`src/rtl/lpm_pkg.sv`:
```
package lpm_pkg;

    parameter int STAB_CYCLES_DEF = 4064;

    typedef enum logic [1:0] {
        ST_RUN  = 2'd0,
        ST_STOP = 2'd1,
        ST_STAB = 2'd2,
        ST_WAIT = 2'd3
    } lpm_state_e;

    typedef struct packed {
        logic stop_req;
        logic wait_req;
        logic stop_dis;
        logic irq_edge;
        logic irq_mask;
    } lpm_req_t;

    typedef struct packed {
        logic osc_en;
        logic cpu_en;
        logic per_en;
        logic wdog_halt;
    } lpm_gates_t;

    function automatic lpm_gates_t gates_for(lpm_state_e s);
        lpm_gates_t g;
        case (s)
            ST_RUN:  g = '{osc_en: 1'b1, cpu_en: 1'b1, per_en: 1'b1, wdog_halt: 1'b0};
            ST_STOP: g = '{osc_en: 1'b0, cpu_en: 1'b0, per_en: 1'b0, wdog_halt: 1'b1};
            ST_STAB: g = '{osc_en: 1'b1, cpu_en: 1'b0, per_en: 1'b0, wdog_halt: 1'b1};
            default: g = '{osc_en: 1'b1, cpu_en: 1'b0, per_en: 1'b1, wdog_halt: 1'b0};
        endcase
        return g;
    endfunction

    function automatic logic wake_allowed(lpm_req_t r, logic mask_bit);
        return r.irq_edge && !mask_bit;
    endfunction

endpackage

```
`src/rtl/lpm_stab_cnt.sv`:
```
module lpm_stab_cnt #(
    parameter int STAB_CYCLES = lpm_pkg::STAB_CYCLES_DEF
) (
    input  logic clk,
    input  logic rst,
    input  logic en,
    output logic done
);
    localparam int CNT_W = (STAB_CYCLES > 1) ? $clog2(STAB_CYCLES) : 1;
    localparam logic [CNT_W-1:0] TC = CNT_W'(STAB_CYCLES - 1);

    logic [CNT_W-1:0] cnt_q;

    always_ff @(posedge clk) begin
        if (rst || !en) begin
            cnt_q <= '0;
        end else if (cnt_q != TC) begin
            cnt_q <= cnt_q + 1'b1;
        end
    end

    assign done = en && (cnt_q == TC);

    // the count never runs past the terminal value
    p_cnt_bound_r7: assert property (@(posedge clk) disable iff (rst)
        cnt_q <= TC);

    // a fresh settling period always begins at zero
    p_cnt_start_r7: assert property (@(posedge clk) disable iff (rst)
        !en |=> (cnt_q == '0));

endmodule

```
`src/rtl/lpm_fsm.sv`:
```
module lpm_fsm
    import lpm_pkg::*;
(
    input  logic       clk,
    input  logic       rst,
    input  lpm_req_t   req,
    input  logic       stab_done,
    output lpm_state_e state,
    output logic       ccr_clr,
    output logic       resume
);
    lpm_state_e state_q, state_d;
    logic       mask_lat_q, mask_lat_d;
    logic       clr_d, res_d;
    logic       clr_q, res_q;

    always_comb begin
        state_d    = state_q;
        mask_lat_d = mask_lat_q;
        clr_d      = 1'b0;
        res_d      = 1'b0;
        case (state_q)
            ST_RUN: begin
                if (req.stop_req && !req.stop_dis) begin
                    state_d    = ST_STOP;
                    mask_lat_d = req.irq_mask;
                    clr_d      = 1'b1;
                end else if (req.wait_req) begin
                    state_d = ST_WAIT;
                end
            end
            ST_STOP: begin
                if (wake_allowed(req, mask_lat_q)) begin
                    state_d = ST_STAB;
                end
            end
            ST_STAB: begin
                if (stab_done) begin
                    state_d = ST_RUN;
                    res_d   = 1'b1;
                end
            end
            default: begin
                if (wake_allowed(req, req.irq_mask)) begin
                    state_d = ST_RUN;
                    res_d   = 1'b1;
                end
            end
        endcase
    end

    always_ff @(posedge clk) begin
        if (rst) begin
            state_q    <= ST_RUN;
            mask_lat_q <= 1'b0;
            clr_q      <= 1'b0;
            res_q      <= 1'b0;
        end else begin
            state_q    <= state_d;
            mask_lat_q <= mask_lat_d;
            clr_q      <= clr_d;
            res_q      <= res_d;
        end
    end

    assign state   = state_q;
    assign ccr_clr = clr_q;
    assign resume  = res_q;

    // disabled stop request leaves the block in run with no mask clear
    p_dis_noop_r2: assert property (@(posedge clk) disable iff (rst)
        (state_q == ST_RUN && req.stop_req && req.stop_dis && !req.wait_req)
        |=> (state_q == ST_RUN && !clr_q));

    // the mask-clear pulse lasts one cycle
    p_clr_single_r4: assert property (@(posedge clk) disable iff (rst)
        clr_q |=> !clr_q);

    // without an edge, stop is held
    p_stop_hold_r5: assert property (@(posedge clk) disable iff (rst)
        (state_q == ST_STOP && !req.irq_edge) |=> (state_q == ST_STOP));

    // a mask latched at entry keeps stop closed to interrupts
    p_masked_stays_r6: assert property (@(posedge clk) disable iff (rst)
        (state_q == ST_STOP && mask_lat_q) |=> (state_q == ST_STOP));

    // terminal count leads to run with a resume strobe
    p_resume_after_tc_r7: assert property (@(posedge clk) disable iff (rst)
        (state_q == ST_STAB && stab_done) |=> (state_q == ST_RUN && res_q));

    // resume is a single-cycle strobe
    p_resume_single_r7: assert property (@(posedge clk) disable iff (rst)
        res_q |=> !res_q);

    // unmasked edge ends wait at once
    p_wait_exit_r8: assert property (@(posedge clk) disable iff (rst)
        (state_q == ST_WAIT && req.irq_edge && !req.irq_mask)
        |=> (state_q == ST_RUN && res_q));

    // requests do not move the block out of wait
    p_wait_hold_r9: assert property (@(posedge clk) disable iff (rst)
        (state_q == ST_WAIT && !(req.irq_edge && !req.irq_mask))
        |=> (state_q == ST_WAIT));

endmodule

```
`src/rtl/lpm_gate.sv`:
```
module lpm_gate
    import lpm_pkg::*;
(
    input  lpm_state_e state,
    output lpm_gates_t gates
);
    always_comb begin
        gates = gates_for(state);
    end
endmodule

```
`src/rtl/lpm_ctrl.sv`:
```
module lpm_ctrl
    import lpm_pkg::*;
#(
    parameter int STAB_CYCLES = STAB_CYCLES_DEF
) (
    input  logic clk,
    input  logic rst,
    input  logic stop_req,
    input  logic wait_req,
    input  logic stop_dis,
    input  logic irq_edge,
    input  logic irq_mask,
    output logic osc_en,
    output logic cpu_clk_en,
    output logic per_clk_en,
    output logic wdog_halt,
    output logic ccr_i_clr,
    output logic resume
);
    lpm_req_t   req;
    lpm_state_e state;
    lpm_gates_t gates;
    logic       stab_done;

    assign req = '{stop_req: stop_req, wait_req: wait_req, stop_dis: stop_dis,
                   irq_edge: irq_edge, irq_mask: irq_mask};

    lpm_fsm u_fsm (
        .clk       (clk),
        .rst       (rst),
        .req       (req),
        .stab_done (stab_done),
        .state     (state),
        .ccr_clr   (ccr_i_clr),
        .resume    (resume)
    );

    lpm_stab_cnt #(.STAB_CYCLES(STAB_CYCLES)) u_cnt (
        .clk  (clk),
        .rst  (rst),
        .en   (state == ST_STAB),
        .done (stab_done)
    );

    lpm_gate u_gate (
        .state (state),
        .gates (gates)
    );

    assign osc_en     = gates.osc_en;
    assign cpu_clk_en = gates.cpu_en;
    assign per_clk_en = gates.per_en;
    assign wdog_halt  = gates.wdog_halt;

    // an enabled stop request shuts the oscillator and halts the watchdog
    p_stop_gates_r3: assert property (@(posedge clk) disable iff (rst)
        (state == ST_RUN && stop_req && !stop_dis)
        |=> (!osc_en && !cpu_clk_en && !per_clk_en && wdog_halt && ccr_i_clr));

    // the mask-clear pulse appears only while stopped
    p_clr_in_stop_r4: assert property (@(posedge clk) disable iff (rst)
        ccr_i_clr |-> (!osc_en && wdog_halt));

    // core stays held whenever the oscillator is off or settling
    p_core_held_r7: assert property (@(posedge clk) disable iff (rst)
        wdog_halt |-> (!cpu_clk_en && !resume));

    // wait keeps oscillator and peripherals alive
    p_wait_gates_r8: assert property (@(posedge clk) disable iff (rst)
        (state == ST_RUN && wait_req && (stop_dis || !stop_req))
        |=> (osc_en && per_clk_en && !cpu_clk_en && !wdog_halt));

endmodule

```
`config.mk`:
```
export PLATFORM = sky130hd
export DESIGN_NAME = lpm_ctrl
export DESIGN_NICKNAME = d
export VERILOG_FILES = /design/src/rtl/lpm_pkg.sv /design/src/rtl/lpm_stab_cnt.sv /design/src/rtl/lpm_fsm.sv /design/src/rtl/lpm_gate.sv /design/src/rtl/lpm_ctrl.sv
export SDC_FILE = /design/constraint.sdc
export NUM_CORES = 1
export LEC_CHECK = 0
export BUFFER_PORTS_ARGS = -buffer_cell sky130_fd_sc_hd__buf_2
export CAP_MARGIN = 20
export CORE_ASPECT_RATIO = 1.2
export CORE_MARGIN = 5
export CORE_UTILIZATION = 30
export DETAILED_ROUTE_END_ITERATION = 10
export GPL_ROUTABILITY_DRIVEN = 0
export GPL_TIMING_DRIVEN = 0
export PLACE_DENSITY = 0.45
export SYNTH_ARGS = -nofsm -noshare
export SYNTH_HDL_FRONTEND = slang
export SYNTH_SLANG_ARGS = --single-unit
```
`constraint.sdc`:
```
create_clock -name clk -period 2.91 [get_ports clk]
set_input_delay 0.582 -clock clk [delete_from_list [all_inputs] [get_ports clk]]
set_output_delay 0.582 -clock clk [all_outputs]
set_load 0.02 [all_outputs]
```
==> impl_metrics.csv, run 1 <==
group,metric,value,unit
outcome,outcome,"completed",
floorplan,num_rows,22,
setup_path,cpPeakStageDelay,0.44,ns
place,dp_cells,147,
setup_path,cp_slowest_cell,"dfxtp_1",
setup_path,crit_cells,4,
setup_path,reg2reg_slack,1.03,ns
setup_path,crit_start,"u_fsm.state[0]",
synth,avgSynthCellArea,9.31,sq um
clock_network,cts.sinks,17,
floorplan,die_area,4290,sq um
setup_path,path_class,"reg2out",
power_and_ir_drop,p_clk_frac,0.178,
setup_path,worstReg2RegEnd,"u_fsm.state[1]",
sta,slew_violations,0,
clock_network,holdBufCountCts,0,
grt,grt_max_degree,11,
final_layout,num-nets-final,129,
floorplan,die_w,60.6,um
final_layout,layout-drive-gt1-share,0.191,
clock_network,clockRootBuffer,"clkbuf_4",
setup_path,crit_path_end,"per_clk_en",
sta,final.min_clock_period,1.91,ns
sta,worstMarginPinSlew,0.470,ns
setup_path,critPathBufInv,3,
floorplan,core_area,3000,sq um
sta,fmax,522,MHz
final_layout,final_cell_mix,"dfxtp_1 (17), buf_2 (13), nor2_1 (13)",
power_and_ir_drop,p_sw,0.282,mW
setup_path,path_cells,"inv_1 -> ha_1 -> inv_1 -> buf_2",
sta,setup_viol,0,
sta,setup_slack,0.996,ns
setup_path,critPathMaxFanout,5,
synth,async_flop_share,0,
sta,finClkSkew,0.00406,ns
route,wl,1710,um
sta,setup_tns,0,ns
final_layout,multiInputGateArea,539,sq um
place,dpl_worst_slack,1.03,ns
synth,synth_ff_type,"dfxtp_1",
final_layout,fin_cells,151,
power_and_ir_drop,power.density,685,nW/um^2
synth,ys_warn_count,0,
setup_path,start_kind,"flip-flop",
grt,antenna_found_initial,0,
final_layout,area_growth,14.4,%
setup_path,rr_worst_depth,6,
final_layout,fillers,338,
grt,grt_pass1_wl,3040,um
grt,grt.total_usage,0.0924,
synth,synth-edff-count,0,
clock_network,cts_max_level,1,
synth,netlist_instances,99,
route,drt_iter0_drc,11,
sta,grt_setup_unrepaired,"no",
sta,hold_viol,0,
place,port_buffers,12,
synth,synth_cell_type_count,32,
synth,seq_area_frac_synth,0.369,
route,vias_per_cell,4.72,
synth,synth_nets,112,
setup_path,worst-endpoint-arrival,1.33,ns
setup_path,timing.rr.start,"u_cnt.cnt_q[0]",
clock_network,cts_max_path_buffers,2,
clock_network,clk_pin_slew_worst_paths,0.10,ns
synth,ys_seq_elements,17,
final_layout,final_common_cell,"dfxtp_1",
final_layout,seq_area,340,sq um
power_and_ir_drop,p_sw_frac,0.391,
setup_path,critical_path.top_delay_family,"flip-flops",
route,drt_first_pass_iters,4,
power_and_ir_drop,cellLeakagePower,0.431,nW
clock_network,cts_buffers,3,
final_layout,diodes,0,
route,wire_per_inst,11.3,um
setup_path,endpoint_kind,"output port",
min_path,min_path_type,"reg2reg",
power_and_ir_drop,p_int,0.440,mW
run,max_cap_viol_count,0,
sta,period_share,0.658,
power_and_ir_drop,vdd_drop_max,0.340,mV
route,vias,712,
clock_network,cts_tree,"built",
clock_network,cts_setup_buffers,0,
floorplan,io_pins,13,
place,dp_hpwl,1320,um
setup_path,cp_common_cell,"inv_1",
grt,grt_pass1_vias,700,
floorplan,dieHeight,70.7,um
floorplan,initial_core_util,0.307,
clock_network,cts_resized,0,
final_layout,postLayoutCoreUtil,0.352,
route,route.detailed.drc,0,
sta,max_slew_margin,0.687,
clock_network,insertion_delay,0.29,ns
power_and_ir_drop,p_seq_frac,0.377,
synth,syn_area,922,sq um
route,ant_nets,0,
grt,grt_remaining_overflow,0,
power_and_ir_drop,comb_power_share,0.445,
setup_path,worst-endpoint-required,2.33,ns
-- routing by layer --
layer  global-route usage  part of all wire
met5                    0                 0
met4               0.0217            0.0082
met3               0.0401             0.054
met1               0.0954              0.44
met2                0.166              0.50
-- worst reg2reg max path, cell delays in order (launching register included) --
cell	delay, ns
dfxtp_1	0.40
ha_1	0.20
and4_1	0.21
buf_6	0.13
nand4_4	0.15
a221oi_4	0.37
mux2_4	0.32
-- kinds of logic (layout without fill, tap and decap cells) --
logic type | Yosys count | in the layout | synth area share
adders and majority gates | 6 | 6 | 0.0814
muxes | 5 | 5 | 0.0597
AOI/OAI and AO/OA | 11 | 11 | 0.103
DFF | 17 | 17 | 0.369
and+or+nand+nor | 43 | 43 | 0.265
xor gates and xnor gates | 8 | 8 | 0.0760
buffers and inverters | 9 | 25 | 0.0461
-- Yosys cell counts, types with 2 or more instances --
cell type,number,area (sq um)
xnor2_1,3,26.3
and4_1,2,17.5
or3b_1,2,17.5
nand4_1,3,18.8
nand2b_1,4,25.0
dfxtp_1,17,340
ha_1,6,75.1
inv_1,6,22.5
nor2_1,13,48.8
nand2_1,7,26.3
a41oi_1,2,17.5
nand3_1,3,15.0
a21oi_1,4,20.0
xor2_1,5,43.8
nor2b_1,2,12.5
mux2i_1,4,40.0
-- worst min path at each step --
stage	slack, ns	end	start	cells after the start
2_1_floorplan	0.45	u_cnt.cnt_q[4]	u_cnt.cnt_q[4]	1
3_3_place_gp	0.47	u_cnt.cnt_q[11]	u_cnt.cnt_q[11]	2
3_5_place_dp	0.48	u_cnt.cnt_q[11]	u_cnt.cnt_q[11]	2
4_1_cts	0.50	u_cnt.cnt_q[4]	u_cnt.cnt_q[4]	1
5_1_grt	0.53	u_cnt.cnt_q[11]	u_cnt.cnt_q[11]	2
6_report	0.50	u_cnt.cnt_q[4]	u_cnt.cnt_q[4]	1
-- sequential cells by signal (all words and copies together), names as in the netlist --
signal	count
u_cnt.cnt_q	12
u_fsm.state	2
u_fsm.ccr_clr	1
u_fsm.mask_lat_q	1
u_fsm.resume	1
-- through the flow --
| stage | hold WS (ns) | cell area, sq um | total power, mW |
|---|---|---|---|
| after CTS | 0.499 | 1050 | 0.741 |
| after floorplan | 0.449 | 922 | 0.528 |
| after global placement | 0.467 | 1030 | 0.606 |
| after detailed placement | 0.479 | 1030 | 0.606 |
| final | 0.497 | 1050 | 0.722 |
| after global routing | 0.529 | 1050 | 0.783 |
-- power by group through the flow --
stage | combinational, mW | clock, mW | sequential [mW]
after CTS | 0.331 | 0.139 | 0.272
final | 0.321 | 0.129 | 0.272
after global placement | 0.330 | 0 | 0.276
after floorplan | 0.254 | 0 | 0.274
after detailed placement | 0.330 | 0 | 0.277
after global routing | 0.358 | 0.151 | 0.275
-- final cells by class --
class,count,share of cell area
Clock inverter,1,0.00474
Multi-Input combinational cell,73,0.511
Tap cell,36,0.0427
Timing Repair Buffer,12,0.0569
Sequential cell,17,0.323
Clock buffer,3,0.0214
Inverter,6,0.0214
Buffer,3,0.0190
(Power assumes the default switching activity.)
==> run 2: changes to the inputs <==
--- a/config.mk
+++ b/config.mk
@@ -5,6 +5,7 @@
 export SDC_FILE = /design/constraint.sdc
 export NUM_CORES = 1
 export LEC_CHECK = 0
+export ABC_AREA = 1
 export BUFFER_PORTS_ARGS = -buffer_cell sky130_fd_sc_hd__buf_2
 export CAP_MARGIN = 20
 export CORE_ASPECT_RATIO = 1.2
@@ -13,7 +14,7 @@
 export DETAILED_ROUTE_END_ITERATION = 10
 export GPL_ROUTABILITY_DRIVEN = 0
 export GPL_TIMING_DRIVEN = 0
-export PLACE_DENSITY = 0.45
+export PLACE_DENSITY = 0.47
 export SYNTH_ARGS = -nofsm -noshare
 export SYNTH_HDL_FRONTEND = slang
 export SYNTH_SLANG_ARGS = --single-unit
==> constraint.sdc (replaced) <==
create_clock -name clk -period 1.6 [get_ports clk]
set_input_delay 0.32 -clock clk [delete_from_list [all_inputs] [get_ports clk]]
set_output_delay 0.32 -clock clk [all_outputs]
set_load 0.02 [all_outputs]
==> impl_metrics.csv, run 2 <==
group,metric,value,unit
route,wire_per_inst,9.68,um
clock_network,cts_buffers,3,
synth,synth_cell_type_count,20,
power_and_ir_drop,comb_power_share,0.460,
floorplan,dieHeight,71.4,um
clock_network,cts_tree,"built",
power_and_ir_drop,total_power,1.38,mW
place,dpl_worst_slack,0.0978,ns
grt,grt_pass1_wl,3110,um
synth,synth-edff-count,0,
grt,grt_pass1_vias,761,
floorplan,initial_core_util,0.308,
outcome,outcome,"completed",
setup_path,rr_worst_depth,8,
clock_network,clockRootBuffer,"clkbuf_4",
place,dp_hpwl,1450,um
synth,async_flop_share,0,
synth,synth_nets,144,
setup_path,critPathMaxFanout,5,
sta,final.min_clock_period,1.51,ns
clock_network,cts_setup_buffers,0,
final_layout,final_cell_mix,"nand2_1 (27), inv_1 (20), nor2_1 (15), dfxtp_1 (15), a21oi_1 (14)",
final_layout,largest_reg_flops,12,
synth,ys_seq_elements,17,
route,wl,1770,um
power_and_ir_drop,p_seq_frac,0.375,
route,ant_nets,0,
run,max_cap_viol_count,0,
setup_path,reg2reg_slack,0.17,ns
place,port_buffers,12,
floorplan,num_rows,22,
setup_path,worst-endpoint-required,1.28,ns
setup_path,critPathBufInv,3,
synth,seq_area_frac_synth,0.361,
power_and_ir_drop,p_sw_frac,0.415,
final_layout,final_common_cell,"nand2_1",
power_and_ir_drop,power.density,1280,nW/um^2
synth,netlist_instances,131,
floorplan,die_w,61.2,um
sta,grt_setup_unrepaired,"no",
grt,grt_max_degree,10,
setup_path,cpPeakStageDelay,0.38,ns
power_and_ir_drop,cellLeakagePower,0.427,nW
synth,synthMostInstantiatedCell,"nand2_1",
min_path,holdPathStages,2,
grt,grt.total_usage,0.0921,
clock_network,clk_pin_slew_worst_paths,0.10,ns
synth,synth_ff_type,"dfxtp_1",
final_layout,layout-drive-gt1-share,0.177,
synth,synthTopCellsByCount,"nand2_1 (27), inv_1 (20), dfxtp_1 (17)",
sta,worst_hold_slack,0.239,ns
clock_network,cts_max_path_buffers,2,
sta,slew_violations,0,
setup_path,worst-endpoint-arrival,1.19,ns
setup_path,path_class,"reg2out",
final_layout,fin_cells,183,
place,dp_cells,179,
min_path,min_to,"u_fsm.ccr_clr",
power_and_ir_drop,p_int,0.810,mW
synth,avgSynthCellArea,7.19,sq um
sta,finClkSkew,0.00627,ns
route,drt_first_pass_iters,4,
setup_path,timing.rr.start,"u_cnt.cnt_q[0]",
sta,fmax,661,MHz
final_layout,num-nets-final,161,
synth,netlist_top_cells_area,"dfxtp_1 (36%), nand2_1 (11%), ha_1 (8.0%), inv_1 (8.0%), a21oi_1 (7.4%)",
clock_network,cts.sinks,17,
power_and_ir_drop,p_sw,0.575,mW
min_path,min_path_type,"in2reg",
clock_network,cts_max_level,1,
sta,period_share,0.945,
power_and_ir_drop,p_clk_frac,0.165,
sta,setup_tns,0,ns
clock_network,insertion_delay,0.28,ns
setup_path,path_cells,"inv_1 -> ha_1 -> inv_1 -> buf_4",
grt,antenna_found_initial,0,
synth,ys_warn_count,0,
min_path,hp-start,"rst",
synth,synth_top_area_frac,0.361,
sta,hold_viol,0,
setup_path,start_kind,"flip-flop",
final_layout,fillers,335,
floorplan,core_area,3060,sq um
setup_path,endpoint_kind,"output port",
floorplan,io_pins,13,
route,vias,809,
synth,synth_largest_area_cell,"dfxtp_1",
floorplan,die_area,4370,sq um
synth,syn_area,942,sq um
route,drt_iter0_drc,23,
grt,grt_remaining_overflow,0,
final_layout,diodes,0,
sta,max_slew_margin,0.819,
sta,worstMarginPinSlew,0.270,ns
route,vias_per_cell,4.42,
final_layout,area_growth,14.7,%
setup_path,worstReg2RegEnd,"u_fsm.state[1]",
final_layout,regMostFlops,"u_cnt.cnt_q",
sta,setup_slack,0.0879,ns
setup_path,critical_path.top_delay_family,"flip-flops",
route,route.detailed.drc,0,
setup_path,cp_slowest_cell,"dfxtp_4",
setup_path,cp_common_cell,"inv_1",
power_and_ir_drop,vdd_drop_max,1.14,mV
sta,setup_viol,0,
## run 2: cell families (layout without fill, tap and decap cells)
kind of cell    count (synthesis)  after routing  synth area share
simple gates                   66             66             0.349
buf+inv                        20             36            0.0797
compound gates                 19             19             0.102
flops                          17             17             0.361
fa+ha+maj                       6              6            0.0797
xor+xnor                        3              3            0.0279
## run 2: layout make-up
class | count | area (sq um) | area share
Multi-Input combinational cell | 94 | 527 | 0.487
Timing Repair Buffer | 12 | 62.6 | 0.0579
Sequential cell | 17 | 345 | 0.319
Inverter | 20 | 75.1 | 0.0694
Clock buffer | 4 | 26.3 | 0.0243
Tap cell | 36 | 45.0 | 0.0417
## run 2: power groups by stage
stage                     clock (mW)  sequential (mW)  combinational [mW]
after floorplan                    0            0.511               0.484
after global placement             0            0.517               0.635
after detailed placement           0            0.519               0.633
after CTS                      0.240            0.515               0.638
after global routing           0.256            0.525               0.732
final                          0.229            0.519               0.637
## run 2: repair_timing
item,4_1_cts,5_1_grt
hold buffers,0,0
pin swaps,0,0
resized for setup,2,2
setup endpoints to repair,1,1
hold endpoints to repair,0,0
## run 2: worst reg2reg max path, cell delays in order, from the launching register on
cell	delay (ns)
dfxtp_1	0.41
ha_1	0.22
nand2_2	0.11
nor2_4	0.18
nand3_4	0.14
nand2_4	0.10
nand3_1	0.06
nand2_1	0.07
nor2_1	0.04
## run 2: how the worst max path moves through the flow
stage / slack (ns) / to / start / cells past startpoint
3_5_place_dp: 0.1 / u_fsm.state[1] / u_fsm.state[0] / 10
4_1_cts: 0.03 / per_clk_en / u_fsm.state[0] / 4
6_report: 0.09 / per_clk_en / u_fsm.state[0] / 4
5_1_grt: 0.006 / u_cnt.cnt_q[9] / u_fsm.state[0] / 6
2_1_floorplan: 0.18 / u_fsm.state[1] / u_fsm.state[0] / 10
3_3_place_gp: 0.09 / u_cnt.cnt_q[3] / u_fsm.state[0] / 6
## run 2: routing by layer
metal | vias up | routed length, um | track usage
met5 | - | 0 | 0
met2 | 11 | 852 | 0.154
met4 | 0 | 13 | 0.0361
li1 | 450 | - | -
met1 | 346 | 816 | 0.109
met3 | 2 | 87 | 0.0234
## run 2: per-stage QoR
step	utilization	cell area, sq um
final	0.354	1080
after global routing	0.354	1080
after CTS	0.352	1080
after detailed placement	0.343	1050
after global placement	0.343	1050
after floorplan	-	942
==> run 3: changes to the inputs <==
--- a/config.mk
+++ b/config.mk
@@ -10,11 +10,12 @@
 export CAP_MARGIN = 20
 export CORE_ASPECT_RATIO = 1.2
 export CORE_MARGIN = 5
-export CORE_UTILIZATION = 30
+export CORE_UTILIZATION = 40
 export DETAILED_ROUTE_END_ITERATION = 10
 export GPL_ROUTABILITY_DRIVEN = 0
 export GPL_TIMING_DRIVEN = 0
-export PLACE_DENSITY = 0.47
+export PLACE_DENSITY = 0.59
+export REMOVE_ABC_BUFFERS = 1
 export SYNTH_ARGS = -nofsm -noshare
 export SYNTH_HDL_FRONTEND = slang
 export SYNTH_SLANG_ARGS = --single-unit
==> impl_metrics.csv, run 3 (synthesis gave the netlist of run 2 again) <==
group,metric,value,unit
outcome,outcome,"completed",
grt,grt_pass1_vias,790,
floorplan,core_area,2280,sq um
setup_path,endpoint_kind,"output port",
sta,worstMarginPinSlew,0.266,ns
final_layout,num-nets-final,162,
route,drt_first_pass_iters,4,
grt,grt_max_degree,11,
final_layout,seq_area,345,sq um
clock_network,insertion_delay,0.29,ns
setup_path,worst-endpoint-required,1.28,ns
place,dpl_worst_slack,0.0924,ns
setup_path,cpPeakStageDelay,0.36,ns
sta,hold_viol,0,
setup_path,cp_slowest_cell,"dfxtp_2",
sta,setup_slack,0.0894,ns
clock_network,cts_max_level,1,
setup_path,critPathMaxFanout,4,
sta,max_slew_margin,0.823,
floorplan,initial_core_util,0.413,
place,port_buffers,12,
final_layout,diodes,0,
setup_path,critPathBufInv,3,
grt,grt_remaining_overflow,0,
clock_network,cts_buffers,3,
route,wire_per_inst,9.87,um
power_and_ir_drop,vdd_drop_max,0.936,mV
route,drt_iter0_drc,9,
setup_path,path_class,"reg2out",
clock_network,clockRootBuffer,"clkbuf_4",
setup_path,critical_path.top_delay_family,"flip-flops",
power_and_ir_drop,power.density,1320,nW/um^2
final_layout,area_growth,16.6,%
clock_network,holdBufCountCts,0,
min_path,min_path_type,"in2reg",
sta,final.min_clock_period,1.51,ns
route,ant_nets,0,
power_and_ir_drop,total_power,1.45,mW
route,route.detailed.drc,0,
grt,antenna_found_initial,0,
final_layout,fillers,252,
clock_network,clk_pin_slew_worst_paths,0.10,ns
clock_network,cts_tree,"built",
sta,finClkSkew,0.00661,ns
setup_path,cp_common_cell,"inv_1",
floorplan,io_pins,13,
floorplan,dieHeight,63.2,um
final_layout,regMostFlops,"u_cnt.cnt_q",
floorplan,num_rows,19,
clock_network,cts.sinks,17,
floorplan,die_area,3430,sq um
floorplan,die_w,54.3,um
grt,grt_pass1_wl,3190,um
run,max_cap_viol_count,0,
grt,grt.total_usage,0.122,
final_layout,largest_reg_flops,12,
sta,period_share,0.944,
final_layout,postLayoutCoreUtil,0.481,
final_layout,final_common_cell,"nand2_1",
sta,setup_viol,0,
sta,worst_hold_slack,0.233,ns
route,vias_per_cell,4.65,
sta,slew_violations,0,
setup_path,path_cells,"inv_1 -> ha_4 -> inv_1 -> buf_4",
final_layout,layout-drive-gt1-share,0.203,
setup_path,start_kind,"flip-flop",
final_layout,multiInputGateArea,542,sq um
setup_path,worst-endpoint-arrival,1.19,ns
route,wl,1770,um
final_layout,final_cell_mix,"nand2_1 (27), inv_1 (20), dfxtp_1 (15)",
sta,setup_tns,0,ns
route,vias,833,
place,dp_hpwl,1450,um
clock_network,cts_max_path_buffers,2,
sta,fmax,662,MHz
power_and_ir_drop,cellLeakagePower,0.435,nW
==> run 3: final cells by class <==
cell class / instances / area share
repair buffers: 13 / 0.0638
flip-flops and latches: 17 / 0.314
well taps: 31 / 0.0353
clock buffers: 3 / 0.0205
multi-input cells: 94 / 0.493
clock inverters: 1 / 0.00456
inverters: 20 / 0.0683
==> run 3: repair_timing <==
action,CTS,global route
gates cloned,0,0
setup endpoints to repair,3,7
resized for setup,3,3
setup buffers,0,1
==> run 3: through the flow <==
stage | std cells | area, sq um
2_1_floorplan | 131 | 942
3_3_place_gp | 174 | 1040
3_5_place_dp | 174 | 1040
4_1_cts | 178 | 1070
5_1_grt | 179 | 1100
6_report | 179 | 1100
==> run 3: per-layer routing <==
metal  track usage  vias up  share of wire
met5             0        -              0
met4        0.0561        0          0.015
met3        0.0307        4          0.025
met2         0.213        7           0.57
met1         0.132      373           0.39
li1              -      449              -
==> run 3: power breakdown <==
| group | total [mW] | internal (mW) | switching [mW] |
|---|---|---|---|
| clock network | 0.224 | 0.0929 | 0.131 |
| logic | 0.708 | 0.285 | 0.424 |
| registers | 0.516 | 0.476 | 0.0396 |
==> run 3: worst paths after layout <==
| path | startpoint | to | slack (ns) | depth (start not counted) |
|---|---|---|---|---|
| worst max-delay path | u_fsm.state[1] | per_clk_en | 0.09 | 4 |
| worst min-delay path | rst | u_fsm.resume | 0.23 | 2 |
| worst max register to register | u_fsm.state[0] | u_fsm.state[0] | 0.18 | 9 |
| worst min register to register | u_fsm.mask_lat_q | u_fsm.mask_lat_q | 0.46 | 2 |
